==> src/rtl/dws_pkg.sv <==
`timescale 1ns/1ps
package dws_pkg;

    localparam int BYTE_W = 8;

    typedef enum logic [1:0] {
        OP_READ  = 2'd0,
        OP_WRITE = 2'd1,
        OP_FILL  = 2'd2,
        OP_EVICT = 2'd3
    } dws_op_e;

    typedef enum logic [1:0] {
        ST_CLEAN   = 2'd0,
        ST_PARTNER = 2'd1,
        ST_REFETCH = 2'd2
    } dws_status_e;

    typedef enum logic [1:0] {
        S_IDLE    = 2'd0,
        S_MIRROR  = 2'd1,
        S_REFETCH = 2'd2
    } dws_state_e;

endpackage

==> src/rtl/dws_parity.sv <==
`timescale 1ns/1ps
module dws_parity
    import dws_pkg::*;
#(
    parameter int DATA_W = 32,
    localparam int PAR_W = DATA_W / BYTE_W
) (
    input  logic [DATA_W-1:0] data,
    output logic [PAR_W-1:0]  par
);
    // one even-parity bit per byte lane
    for (genvar g = 0; g < PAR_W; g++) begin : g_lane
        assign par[g] = ^data[g*BYTE_W +: BYTE_W];
    end
endmodule

==> src/rtl/dws_chk.sv <==
`timescale 1ns/1ps
module dws_chk
    import dws_pkg::*;
#(
    parameter int DATA_W = 32,
    localparam int PAR_W = DATA_W / BYTE_W
) (
    input  logic [DATA_W-1:0] data,
    input  logic [PAR_W-1:0]  par,
    output logic              err
);
    logic [PAR_W-1:0] recomputed;

    dws_parity #(.DATA_W(DATA_W)) u_regen (
        .data (data),
        .par  (recomputed)
    );

    // any lane mismatch poisons the whole line
    assign err = |(recomputed ^ par);
endmodule

==> src/rtl/dws_array.sv <==
`timescale 1ns/1ps
module dws_array
    import dws_pkg::*;
#(
    parameter int NSETS  = 4,
    parameter int NWAYS  = 4,
    parameter int DATA_W = 32,
    localparam int SET_W = $clog2(NSETS),
    localparam int WAY_W = $clog2(NWAYS),
    localparam int PAR_W = DATA_W / BYTE_W
) (
    input  logic              clk,
    input  logic              rst,
    input  logic              wr_en,
    input  logic              wr_pair,
    input  logic [SET_W-1:0]  op_set,
    input  logic [WAY_W-1:0]  op_way,
    input  logic [DATA_W-1:0] wr_data,
    input  logic [PAR_W-1:0]  wr_par,
    input  logic              dup_clr,
    input  logic              dup_mark,
    input  logic              inj_en,
    input  logic [SET_W-1:0]  inj_set,
    input  logic [WAY_W-1:0]  inj_way,
    input  logic [DATA_W-1:0] inj_mask,
    input  logic [SET_W-1:0]  rd_set,
    input  logic [WAY_W-1:0]  rd_way,
    output logic [DATA_W-1:0] rd_data,
    output logic [PAR_W-1:0]  rd_par,
    output logic              rd_dup,
    output logic [DATA_W-1:0] pt_data,
    output logic [PAR_W-1:0]  pt_par
);
    logic [DATA_W-1:0] data_q [NSETS][NWAYS];
    logic [PAR_W-1:0]  par_q  [NSETS][NWAYS];
    logic              dup_q  [NSETS][NWAYS];

    logic [WAY_W-1:0] rd_pt_way;
    logic [WAY_W-1:0] op_pt_way;
    assign rd_pt_way = rd_way ^ WAY_W'(1);
    assign op_pt_way = op_way ^ WAY_W'(1);

    // data and parity storage; a write beats an injection on the same line
    always_ff @(posedge clk) begin
        for (int s = 0; s < NSETS; s++) begin
            for (int w = 0; w < NWAYS; w++) begin
                if (wr_en && op_set == SET_W'(s) &&
                    (op_way == WAY_W'(w) || (wr_pair && op_pt_way == WAY_W'(w)))) begin
                    data_q[s][w] <= wr_data;
                    par_q[s][w]  <= wr_par;
                end else if (inj_en && inj_set == SET_W'(s) && inj_way == WAY_W'(w)) begin
                    data_q[s][w] <= data_q[s][w] ^ inj_mask;
                end
            end
        end
    end

    // duplicate flags move together for both ways of a couple
    always_ff @(posedge clk) begin
        if (rst) begin
            for (int s = 0; s < NSETS; s++) begin
                for (int w = 0; w < NWAYS; w++) begin
                    dup_q[s][w] <= 1'b0;
                end
            end
        end else begin
            for (int s = 0; s < NSETS; s++) begin
                for (int w = 0; w < NWAYS; w++) begin
                    if ((dup_clr || dup_mark) && op_set == SET_W'(s) &&
                        (op_way | WAY_W'(1)) == (WAY_W'(w) | WAY_W'(1))) begin
                        dup_q[s][w] <= dup_mark;
                    end
                end
            end
        end
    end

    assign rd_data = data_q[rd_set][rd_way];
    assign rd_par  = par_q[rd_set][rd_way];
    assign rd_dup  = dup_q[rd_set][rd_way];
    assign pt_data = data_q[rd_set][rd_pt_way];
    assign pt_par  = par_q[rd_set][rd_pt_way];
endmodule

==> src/rtl/dws_ctrl.sv <==
`timescale 1ns/1ps
module dws_ctrl
    import dws_pkg::*;
#(
    parameter int DATA_W = 32,
    parameter int SET_W  = 2,
    parameter int WAY_W  = 2
) (
    input  logic              clk,
    input  logic              rst,
    input  logic              req_valid,
    output logic              req_ready,
    input  logic [1:0]        req_op,
    input  logic [SET_W-1:0]  req_set,
    input  logic [WAY_W-1:0]  req_way,
    input  logic [DATA_W-1:0] req_data,
    input  logic              sel_err,
    input  logic              pt_err,
    input  logic              rd_dup,
    input  logic [DATA_W-1:0] rd_data,
    input  logic [DATA_W-1:0] pt_data,
    output logic [SET_W-1:0]  rd_set,
    output logic [WAY_W-1:0]  rd_way,
    output logic              wr_en,
    output logic              wr_pair,
    output logic [SET_W-1:0]  op_set,
    output logic [WAY_W-1:0]  op_way,
    output logic [DATA_W-1:0] wr_data,
    output logic              dup_clr,
    output logic              dup_mark,
    output logic              fetch_req_valid,
    output logic [SET_W-1:0]  fetch_req_set,
    output logic [WAY_W-1:0]  fetch_req_way,
    input  logic              fetch_rsp_valid,
    input  logic [DATA_W-1:0] fetch_rsp_data,
    output logic              rsp_valid,
    output logic [1:0]        rsp_status,
    output logic [DATA_W-1:0] rsp_data
);
    dws_state_e        state_q;
    logic [SET_W-1:0]  set_q;
    logic [WAY_W-1:0]  way_q;
    logic [DATA_W-1:0] line_q;
    logic              rsp_valid_q;
    dws_status_e       rsp_status_q;
    logic [DATA_W-1:0] rsp_data_q;

    dws_op_e op;
    logic    idle;
    assign op        = dws_op_e'(req_op);
    assign idle      = (state_q == S_IDLE);
    assign req_ready = idle;

    assign rd_set = idle ? req_set : set_q;
    assign rd_way = idle ? req_way : way_q;

    assign fetch_req_valid = (state_q == S_REFETCH);
    assign fetch_req_set   = set_q;
    assign fetch_req_way   = way_q;

    always_comb begin
        wr_en    = 1'b0;
        wr_pair  = 1'b0;
        dup_clr  = 1'b0;
        dup_mark = 1'b0;
        op_set   = rd_set;
        op_way   = rd_way;
        wr_data  = req_data;
        case (state_q)
            S_IDLE: begin
                if (req_valid) begin
                    case (op)
                        OP_WRITE: wr_en = 1'b1;
                        OP_FILL: begin
                            wr_en   = 1'b1;
                            dup_clr = 1'b1;
                        end
                        OP_EVICT: dup_clr = 1'b1;
                        default: ;
                    endcase
                end
            end
            S_MIRROR: begin
                wr_en    = 1'b1;
                op_way   = way_q ^ WAY_W'(1);
                wr_data  = line_q;
                dup_mark = 1'b1;
            end
            S_REFETCH: begin
                if (fetch_rsp_valid) begin
                    wr_en    = 1'b1;
                    wr_pair  = 1'b1;
                    wr_data  = fetch_rsp_data;
                    dup_mark = 1'b1;
                end
            end
            default: ;
        endcase
    end

    always_ff @(posedge clk) begin
        if (rst) begin
            state_q      <= S_IDLE;
            set_q        <= '0;
            way_q        <= '0;
            line_q       <= '0;
            rsp_valid_q  <= 1'b0;
            rsp_status_q <= ST_CLEAN;
            rsp_data_q   <= '0;
        end else begin
            rsp_valid_q <= 1'b0;
            case (state_q)
                S_IDLE: begin
                    if (req_valid) begin
                        case (op)
                            OP_READ: begin
                                if (!sel_err) begin
                                    rsp_valid_q  <= 1'b1;
                                    rsp_status_q <= ST_CLEAN;
                                    rsp_data_q   <= rd_data;
                                end else if (rd_dup && !pt_err) begin
                                    rsp_valid_q  <= 1'b1;
                                    rsp_status_q <= ST_PARTNER;
                                    rsp_data_q   <= pt_data;
                                end else begin
                                    state_q <= S_REFETCH;
                                    set_q   <= req_set;
                                    way_q   <= req_way;
                                end
                            end
                            OP_WRITE: begin
                                state_q <= S_MIRROR;
                                set_q   <= req_set;
                                way_q   <= req_way;
                                line_q  <= req_data;
                            end
                            default: ;
                        endcase
                    end
                end
                S_MIRROR: state_q <= S_IDLE;
                S_REFETCH: begin
                    if (fetch_rsp_valid) begin
                        rsp_valid_q  <= 1'b1;
                        rsp_status_q <= ST_REFETCH;
                        rsp_data_q   <= fetch_rsp_data;
                        state_q      <= S_IDLE;
                    end
                end
                default: state_q <= S_IDLE;
            endcase
        end
    end

    assign rsp_valid  = rsp_valid_q;
    assign rsp_status = rsp_status_q;
    assign rsp_data   = rsp_data_q;

    // mirror cycle blocks exactly one cycle
    assert_write_busy_R3: assert property (@(posedge clk) disable iff (rst)
        (req_valid && req_ready && req_op == OP_WRITE) |=> !req_ready);
    assert_mirror_single_R3: assert property (@(posedge clk) disable iff (rst)
        (state_q == S_MIRROR) |=> req_ready);
    // refetch address held until data returns
    assert_fetch_hold_R9: assert property (@(posedge clk) disable iff (rst)
        (fetch_req_valid && !fetch_rsp_valid) |=>
            (fetch_req_valid && $stable(fetch_req_set) && $stable(fetch_req_way)));
    assert_refetch_after_data_R9: assert property (@(posedge clk) disable iff (rst)
        (rsp_valid && rsp_status == ST_REFETCH) |-> $past(fetch_rsp_valid && fetch_req_valid));
    // every response has a cause one cycle earlier
    assert_rsp_cause_R4: assert property (@(posedge clk) disable iff (rst)
        rsp_valid |-> ($past(req_valid && req_ready && req_op == OP_READ) ||
                       $past(fetch_rsp_valid && fetch_req_valid)));
    // no code 3
    assert_status_legal_R12: assert property (@(posedge clk) disable iff (rst)
        rsp_valid |-> (rsp_status != 2'd3));
endmodule

==> src/rtl/dupway_store.sv <==
`timescale 1ns/1ps
module dupway_store
    import dws_pkg::*;
#(
    parameter int NSETS  = 4,
    parameter int NWAYS  = 4,
    parameter int DATA_W = 32,
    localparam int SET_W = $clog2(NSETS),
    localparam int WAY_W = $clog2(NWAYS)
) (
    input  logic              clk,
    input  logic              rst,
    input  logic              req_valid,
    output logic              req_ready,
    input  logic [1:0]        req_op,
    input  logic [SET_W-1:0]  req_set,
    input  logic [WAY_W-1:0]  req_way,
    input  logic [DATA_W-1:0] req_data,
    output logic              rsp_valid,
    output logic [1:0]        rsp_status,
    output logic [DATA_W-1:0] rsp_data,
    output logic              fetch_req_valid,
    output logic [SET_W-1:0]  fetch_req_set,
    output logic [WAY_W-1:0]  fetch_req_way,
    input  logic              fetch_rsp_valid,
    input  logic [DATA_W-1:0] fetch_rsp_data,
    input  logic              inj_valid,
    input  logic [SET_W-1:0]  inj_set,
    input  logic [WAY_W-1:0]  inj_way,
    input  logic [DATA_W-1:0] inj_mask
);
    localparam int PAR_W = DATA_W / BYTE_W;

    logic              wr_en, wr_pair, dup_clr, dup_mark;
    logic [SET_W-1:0]  op_set, rd_set;
    logic [WAY_W-1:0]  op_way, rd_way;
    logic [DATA_W-1:0] wr_data, rd_data, pt_data;
    logic [PAR_W-1:0]  wr_par, rd_par, pt_par;
    logic              rd_dup, sel_err, pt_err;

    dws_parity #(.DATA_W(DATA_W)) u_gen (
        .data (wr_data),
        .par  (wr_par)
    );

    dws_chk #(.DATA_W(DATA_W)) u_sel_chk (
        .data (rd_data),
        .par  (rd_par),
        .err  (sel_err)
    );

    dws_chk #(.DATA_W(DATA_W)) u_pt_chk (
        .data (pt_data),
        .par  (pt_par),
        .err  (pt_err)
    );

    dws_array #(.NSETS(NSETS), .NWAYS(NWAYS), .DATA_W(DATA_W)) u_array (
        .clk      (clk),
        .rst      (rst),
        .wr_en    (wr_en),
        .wr_pair  (wr_pair),
        .op_set   (op_set),
        .op_way   (op_way),
        .wr_data  (wr_data),
        .wr_par   (wr_par),
        .dup_clr  (dup_clr),
        .dup_mark (dup_mark),
        .inj_en   (inj_valid),
        .inj_set  (inj_set),
        .inj_way  (inj_way),
        .inj_mask (inj_mask),
        .rd_set   (rd_set),
        .rd_way   (rd_way),
        .rd_data  (rd_data),
        .rd_par   (rd_par),
        .rd_dup   (rd_dup),
        .pt_data  (pt_data),
        .pt_par   (pt_par)
    );

    dws_ctrl #(.DATA_W(DATA_W), .SET_W(SET_W), .WAY_W(WAY_W)) u_ctrl (
        .clk             (clk),
        .rst             (rst),
        .req_valid       (req_valid),
        .req_ready       (req_ready),
        .req_op          (req_op),
        .req_set         (req_set),
        .req_way         (req_way),
        .req_data        (req_data),
        .sel_err         (sel_err),
        .pt_err          (pt_err),
        .rd_dup          (rd_dup),
        .rd_data         (rd_data),
        .pt_data         (pt_data),
        .rd_set          (rd_set),
        .rd_way          (rd_way),
        .wr_en           (wr_en),
        .wr_pair         (wr_pair),
        .op_set          (op_set),
        .op_way          (op_way),
        .wr_data         (wr_data),
        .dup_clr         (dup_clr),
        .dup_mark        (dup_mark),
        .fetch_req_valid (fetch_req_valid),
        .fetch_req_set   (fetch_req_set),
        .fetch_req_way   (fetch_req_way),
        .fetch_rsp_valid (fetch_rsp_valid),
        .fetch_rsp_data  (fetch_rsp_data),
        .rsp_valid       (rsp_valid),
        .rsp_status      (rsp_status),
        .rsp_data        (rsp_data)
    );

    // nothing pending straight out of reset
    assert_reset_quiet_R1: assert property (@(posedge clk)
        $past(rst) |-> (!rsp_valid && !fetch_req_valid && req_ready));
endmodule

==> config.mk <==
export PLATFORM = sky130hd
export DESIGN_NAME = dupway_store
export DESIGN_NICKNAME = d
export VERILOG_FILES = /design/src/rtl/dws_pkg.sv /design/src/rtl/dws_parity.sv /design/src/rtl/dws_chk.sv /design/src/rtl/dws_array.sv /design/src/rtl/dws_ctrl.sv /design/src/rtl/dupway_store.sv
export SDC_FILE = /design/constraint.sdc
export NUM_CORES = 2
export LEC_CHECK = 0
export BUFFER_PORTS_ARGS = -buffer_cell sky130_fd_sc_hd__clkbuf_2
export CAP_MARGIN = 20
export CORE_UTILIZATION = 40
export DETAILED_ROUTE_END_ITERATION = 12
export HOLD_SLACK_MARGIN = 0.03
export PLACE_DENSITY = 0.62
export SETUP_SLACK_MARGIN = 0.3
export SLEW_MARGIN = 10
export SYNTH_ARGS = -nofsm -noshare
export SYNTH_HDL_FRONTEND = slang
export SYNTH_SLANG_ARGS = --single-unit
export TNS_END_PERCENT = 100
==> constraint.sdc <==
create_clock -name clk -period 7.83 [get_ports clk]
set_input_delay 0.3915 -clock clk [delete_from_list [all_inputs] [get_ports clk]]
set_output_delay 0.3915 -clock clk [all_outputs]
set_load 0.01 [all_outputs]
# Word-level counts from Yosys, hierarchy flattened
# Memory sizes are Yosys's and may differ from the RTL's.
# Cells that the tools add are included.
dict set report word_totals {
  mem_count 3
  elab_cells 397
  reg_bits 73
  ramBits 592
}
dict set report op_classes {
  mux 205
  n_lt_le_gt_ge 2
  n_eq_ne 29
  bitwise 56
  n_reduce_logical 95
}
# name words word_bits read_ports rd_clocked_by_memory_dff wr line
set memory_table {}
lappend memory_table {u_array.data_q 4 128 5 0 4 dws_array.sv:34} ;# logic [DATA_W-1:0] data_q [NSETS][NWAYS];
lappend memory_table {u_array.par_q 4 16 1 0 1 dws_array.sv:35} ;# logic [PAR_W-1:0] par_q [NSETS][NWAYS];
lappend memory_table {u_array.dup_q 4 4 1 0 4 dws_array.sv:36} ;# logic dup_q [NSETS][NWAYS];
# operator n
set op_table {}
lappend op_table {{two-way mux 32 bit} 26}
lappend op_table {{bitwise XOR 32 bit} 16}
lappend op_table {{two-way mux 1 bit} 135}
lappend op_table {{binary-select mux 32 bit (select 2 bit)} 2}
lappend op_table {{one-hot mux 32 bit (2 select lines)} 2}
lappend op_table {{parity 8 bit} 12}
lappend op_table {{logical AND 1 bit} 57}
lappend op_table {{two-way mux 16 bit} 3}
lappend op_table {{OR reduction 16 bit} 3}
lappend op_table {{two-way mux 2 bit} 19}
lappend op_table {{bitwise OR 1 bit} 32}
lappend op_table {{two-way mux 4 bit} 7}
lappend op_table {{== test 2 bit (second input constant)} 13}
lappend op_table {{one-hot mux 2 bit (2 select lines)} 5}
lappend op_table {{binary-select mux 4 bit (select 2 bit)} 2}
lappend op_table {{AND reduction 5 bit} 3}
lappend op_table {{== test 2 x 1 -> 1 bit (second input constant)} 7}
lappend op_table {{zero test 2 bit} 7}
lappend op_table {{!= test 3 bit (second input constant)} 3}
lappend op_table {{OR reduction 4 bit} 2}
lappend op_table {{bitwise XOR 4 bit} 2}
lappend op_table {{greater-or-equal comparator 3 bit (second input constant)} 2}
lappend op_table {{!= test 2 bit (second input constant)} 3}
lappend op_table {{NOT 2 -> 3 bit} 2}
lappend op_table {{11 further kinds} 22}

# Depth between registers and ports, before layout
dict set report depth {
  depth_word 17
  ltp_mapped 23
}

# Modules after synthesis
# Synthesis repeated with hierarchy kept, for this count alone.
dict set report unflattened {
  cells_unflattened 2860
  hier_area_um2 39629.3
}
# module seq_area_each_um2 cells_per_inst instances area_per_inst_um2
set by_module_without_submodules {}
lappend by_module_without_submodules {dws_array 17596.9 2206 1 34466.8}
lappend by_module_without_submodules {dws_ctrl 1461.4 560 1 4344.2}
lappend by_module_without_submodules {dws_parity 0.0 28 3 245.2}
lappend by_module_without_submodules {dws_chk 0.0 5 2 41.3}

# Worst setup path before layout
# Ideal clock, no wire load.
dict set report synth_timing {
  path_kind {register -> register}
  startpoint {reg u_ctrl.state_q[0]}
  endpoint {mem u_array.data_q[3][32] in the netlist's numbering, enable pin}
  synth_period_minus_slack_ps 5779
  slack_ps 2051
  stages_incl_launch_ff 14
  required_time_ps 7364
  path_buffers 7
  t_arrival_ps 5313
  setup_ps 466
  path_cell_list {dfxtp_1 -> inv_1 -> ha_1 -> buf_6 -> buf_2 -> mux2_2 -> buf_2 -> buf_2 -> buf_1 -> buf_2 -> buf_2 -> mux2_2 -> nand2_1 -> o21ai_0}
}
# item line
set synth_lines {}
lappend synth_lines {{start: declaration} dws_ctrl.sv:40} ;# dws_state_e state_q;
lappend synth_lines {{start signal: assignment} dws_ctrl.sv:103} ;# state_q <= S_IDLE;
lappend synth_lines {{start signal: assignment} dws_ctrl.sv:126} ;# state_q <= S_REFETCH;
lappend synth_lines {{start signal: assignment} dws_ctrl.sv:132} ;# state_q <= S_MIRROR;
lappend synth_lines {{end: declaration} dws_array.sv:34}

# Worst setup path after layout
dict set report layout_timing {
  startpoint {reg u_ctrl.state_q[0]}
  endpoint {reg u_ctrl.rsp_data_q[23] (netlist: u_ctrl.rsp_data[23])}
}
dict set report layout_via {
  elab_chain_len 14
}
# item line
set layout_rtl {}
lappend layout_rtl {{branches (longest 14 deep; another with memory read (4 x 128 bit))} -}
lappend layout_rtl {{end signal: assignment} dws_ctrl.sv:120} ;# rsp_data_q <= rd_data;
lappend layout_rtl {{end signal: assignment} dws_ctrl.sv:124} ;# rsp_data_q <= pt_data;
lappend layout_rtl {{end signal: assignment} dws_ctrl.sv:146} ;# rsp_data_q <= fetch_rsp_data;
lappend layout_rtl {{end: declaration} dws_ctrl.sv:46} ;# logic [DATA_W-1:0] rsp_data_q;
# Parallel ways; which one is timed is not known. The select of a mux whose other input is x is not followed.
# A chain may end at the register's enable or synchronous reset.

==> metrics.md <==
| Metric | Value |
|---|---|
| Share of cells above drive strength 1 | `about 14%` |
| Hold path cells | `3` |
| CTS tree | `built` |
| Max clock buf depth | `3` |
| Post-CTS Setup Repair Bufs | `0` |
| Finish-stage setup viols | `0` |
| Crit start category | `register` |
| P&R area growth vs syn | `11.8%` |
| Final period utilization | `83.3%` |
| Layout Cells excl Fill | `5645` |
| Initial antenna violation count | `16` |
| Met1 usage | `40.5%` |
| Largest net degree at the start of global routing | `roughly 100` |
| Final worst slack | `approximately 1.3 ns` |
| Max-cap violations | `0` |
| Lkg Pwr | `17.1 nW` |
| Async SR Flop Fraction | `0%` |
| Placed cell area | `0.0447 mm^2` |
| Vias post-DR | `34796` |
| Crit path required time | `8.31 ns` |
| Initial Util | `40.4%` |
| Worst Tran Pin Value | `1.32 ns` |
| Port Buffers | `151` |
| Hold violation total from the final report | `0` |
| Final min period | `approximately 6.5 ns` |
| DP Cell Count | `5470` |
| Post-synth EDFFs | `586` |
| Peak supply drop | `245 uV` |
| Clock Root Buffer | `clkbuf_16` |
| Global-route wire length before repair | `231 mm` |
| P_int | `slightly below 0.008 W` |
| Cts bufs inserted | `76` |
| Max-slew violation count | `0` |
| Max-Slew Margin vs Limit | `11.9%` |
| Comb pwr share | `35.1%` |
| Reg-to-reg critical path endpoint | `u_ctrl.rsp_data[23]` |
| # fillers | `9812` |
| Worst-path maximum fanout | `83` |
| CTS HTree Levels | `3` |
| Hold path endpoint | `u_ctrl.line_q[7]` |
| Post-Layout Inst Area | `0.0475 mm^2` |
| Die span in y | `between 300 and 400 um` |
| Clk_lat worst skew | `0.65 ns` |
| Clk pwr share | `29.0%` |
| Hold Path Class | `primary input to register` |
| Post-DP HPWL | `between 100 and 150 mm` |
| Final hold slack | `approximately 0.05 ns` |
| Via count of the first global-routing pass | `32138` |
| Setup TNS | `0 ns` |
| Die width | `approximately 330 um` |
| Initial DRC count | `5272` |
| YS warnings | `0` |
| Worst Reg-to-Reg Cells | `15` |
| DR pass1 iterations | `8` |
| Top Ports | `approximately 150` |
| GRT Util Overall | `29.6%` |
| Power Dens Cells | `261 mW/mm^2` |
| Reg-to-Reg Start | `u_ctrl.state_q[0]` |
| Syn_nets | `4277` |
| Num Clock Sinks | `659` |
| Critical Path End Type | `register` |
| Worst EP arrival | `~7.0 ns` |
| Worst setup path class | `register to register` |
| WL/cell | `28.9 um` |
| Post-layout net count | `4308` |
| DRC Markers | `0` |
| Most used DFF post-synth | `edfxtp_1` |
| Met2 usage | `43.5%` |
| DR vias/cell | `6.16` |
| Sequential share of power | `35.9%` |
| Seq. cell area | `0.0191 mm^2` |
| Pre-CTS setup slack | `1.42 ns` |
| RSZ-0062 raised after global routing | `no` |
| Reg2reg setup slack | `1.30 ns` |
| Gr busiest metal | `met2` |
| Antenna viol nets, final | `0` |
| NetSw | `around 0.0045 W` |
| Synthesized cell area | `about 0.043 mm^2` |
| Hold Path Origin | `req_data[7]` |
| Row count | `roughly 120` |
| Post-Route WL | `163 mm` |
| Skew final | `0.0262 ns` |
| Clk slew on worst S/H paths | `0.06 ns` |
| Synth cell types | `72` |
| Met3 Track Usage GR | `roughly a tenth` |
| RePlAce Congestion | `0.946` |
| Die area | `0.108 mm^2` |
| Switching portion of total power | `a little over a third` |
| Sequential area share after synthesis | `44.8%` |
| Core area | `0.105 mm^2` |
| Mapped Cells | `4158` |
| Seq cells post-synth | `659` |
| Gr ovfl total | `0` |
| Post-Syn Area per Cell | `10.2 um^2` |
| Status | `finished clean` |
| Multi-input gate area | `about 0.022 mm^2` |
| Fmax | `around 0.15 GHz` |
[layout make-up]
| type | instances | area share, % |
|---|---|---|
| inverter | 47 | 0.371 |
| multi-input combinational | 3107 | 46.5 |
| timing repair buffer | 298 | 4.29 |
| tap | 1391 | 3.66 |
| antenna | 5 | 0.0263 |
| clock inverter | 31 | 0.521 |
| sequential | 659 | 40.1 |
| clock buffer | 107 | 4.55 |
[synth_stat cells (21+ instances only)]
master | n | share of area, %
nor2_1 | 613 | 5.4
edfxtp_1 | 586 | 41
a21oi_1 | 577 | 6.8
nand2_1 | 422 | 3.7
xnor2_1 | 331 | 6.8
xor2_1 | 287 | 5.9
mux2i_1 | 242 | 5.7
clkbuf_1 | 231 | 2.0
mux4_2 | 145 | 7.7
nand3_1 | 78 | 0.92
dfxtp_1 | 73 | 3.4
o21ai_0 | 61 | 0.72
buf_2 | 56 | 0.66
inv_1 | 46 | 0.41
a221o_1 | 33 | 0.78
a221oi_1 | 32 | 0.66
o211ai_1 | 24 | 0.42
a22oi_1 | 22 | 0.39
buf_4 | 21 | 0.37
[critical path, stage by stage (launching register included)]
cell,delay (ns)
dfxtp_1,0.33
inv_1,0.15
ha_2,0.58
mux2_8,0.89
buf_4,0.53
mux4_2,0.55
and2_1,0.17
a311oi_1,0.25
a31oi_1,0.10
xnor2_1,0.31
xnor3_1,0.42
nor3_1,0.40
a41oi_1,0.25
o21a_4,0.25
nor2_4,0.86
o21ai_0,0.21
[logic make-up after synthesis]
| family | Yosys count | synth area share [%] |
|---|---|---|
| fa+ha+maj | 8 | 0.235 |
| buf+inv | 392 | 4.24 |
| simple gates | 1169 | 10.9 |
| mux | 406 | 13.9 |
| compound gates | 895 | 12.6 |
| xor+xnor | 629 | 13.3 |
| flops | 659 | 44.8 |
[registers in the layout, indices dropped and copies added, names as in the netlist]
signal and cells:
u_array.data_q 512, u_array.dup_q 10, u_array.par_q 64, u_ctrl.fetch_req_set 2, u_ctrl.fetch_req_way 2, u_ctrl.line_q 32
u_ctrl.rsp_data 32, u_ctrl.rsp_status 2, u_ctrl.rsp_valid 1, u_ctrl.state_q 2
[worst max path at each step]
stage | from | endpoint | cells past startpoint
after detailed placement | u_ctrl.state_q[0] | u_ctrl.rsp_data[20] | 15
after global placement | u_ctrl.state_q[0] | u_ctrl.rsp_data[19] | 15
after floorplan | u_ctrl.state_q[0] | u_array.data_q[3][32] | 13
after CTS | u_ctrl.state_q[0] | u_ctrl.rsp_data[29] | 15
after global routing | u_ctrl.state_q[0] | u_ctrl.rsp_data[6] | 15
final | u_ctrl.state_q[0] | u_ctrl.rsp_data[23] | 15
[power groups by stage]
stage / sequential (W) / combinational [W] / clock [W]
floorplan: 0.00446 / 0.00280 / 0
global placement: 0.00451 / 0.00410 / 0
detailed placement: 0.00451 / 0.00416 / 0
CTS: 0.00444 / 0.00420 / 0.00361
global route: 0.00446 / 0.00454 / 0.00374
finish: 0.00445 / 0.00435 / 0.00360
[cells in the final DEF (no fill, tap or decap), types with 13 or more instances in the layout]
master	Yosys	routed
edfxtp_1	586	586
inv_1	46	45
buf_4	21	108
dfxtp_1	73	73
clkinv_1	1	15
a221oi_1	32	29
clkbuf_16	0	79
o2111ai_1	15	13
a311oi_1	15	15
mux4_2	145	145
a21oi_1	577	577
nor2_1	613	599
o21ai_0	61	52
nand2_1	422	416
a31oi_1	13	13
a32oi_1	19	19
dlygate4sd3_1	0	29
o211ai_1	24	24
mux2i_1	242	239
a221o_1	33	33
xor2_1	287	287
nand3_1	78	75
a22oi_1	22	22
clkbuf_1	231	20
clkbuf_2	0	150
xnor2_1	331	330
[stage by stage]
stage	power [W]	utilization, %
6_report	0.0124	45.1
5_1_grt	0.0127	45.1
4_1_cts	0.0123	45.1
3_5_place_dp	0.00867	42.5
3_3_place_gp	0.00861	42.5
2_1_floorplan	0.00726	-
[per-layer routing]
layer	up-vias	part of all wire, %	wire length (um)
met1	16923	39	63400
met5	-	0.079	128
li1	15016	-	-
met2	2463	43	69900
met4	20	3.6	5820
met3	374	15	23700
[what timing repair did]
item                                    CTS  global route
hold buffers                             29             0
endpoints found under the setup margin    0             0
gates resized for setup                   0             0
endpoints found under the hold margin    29             0
(Power assumes the default switching activity.)
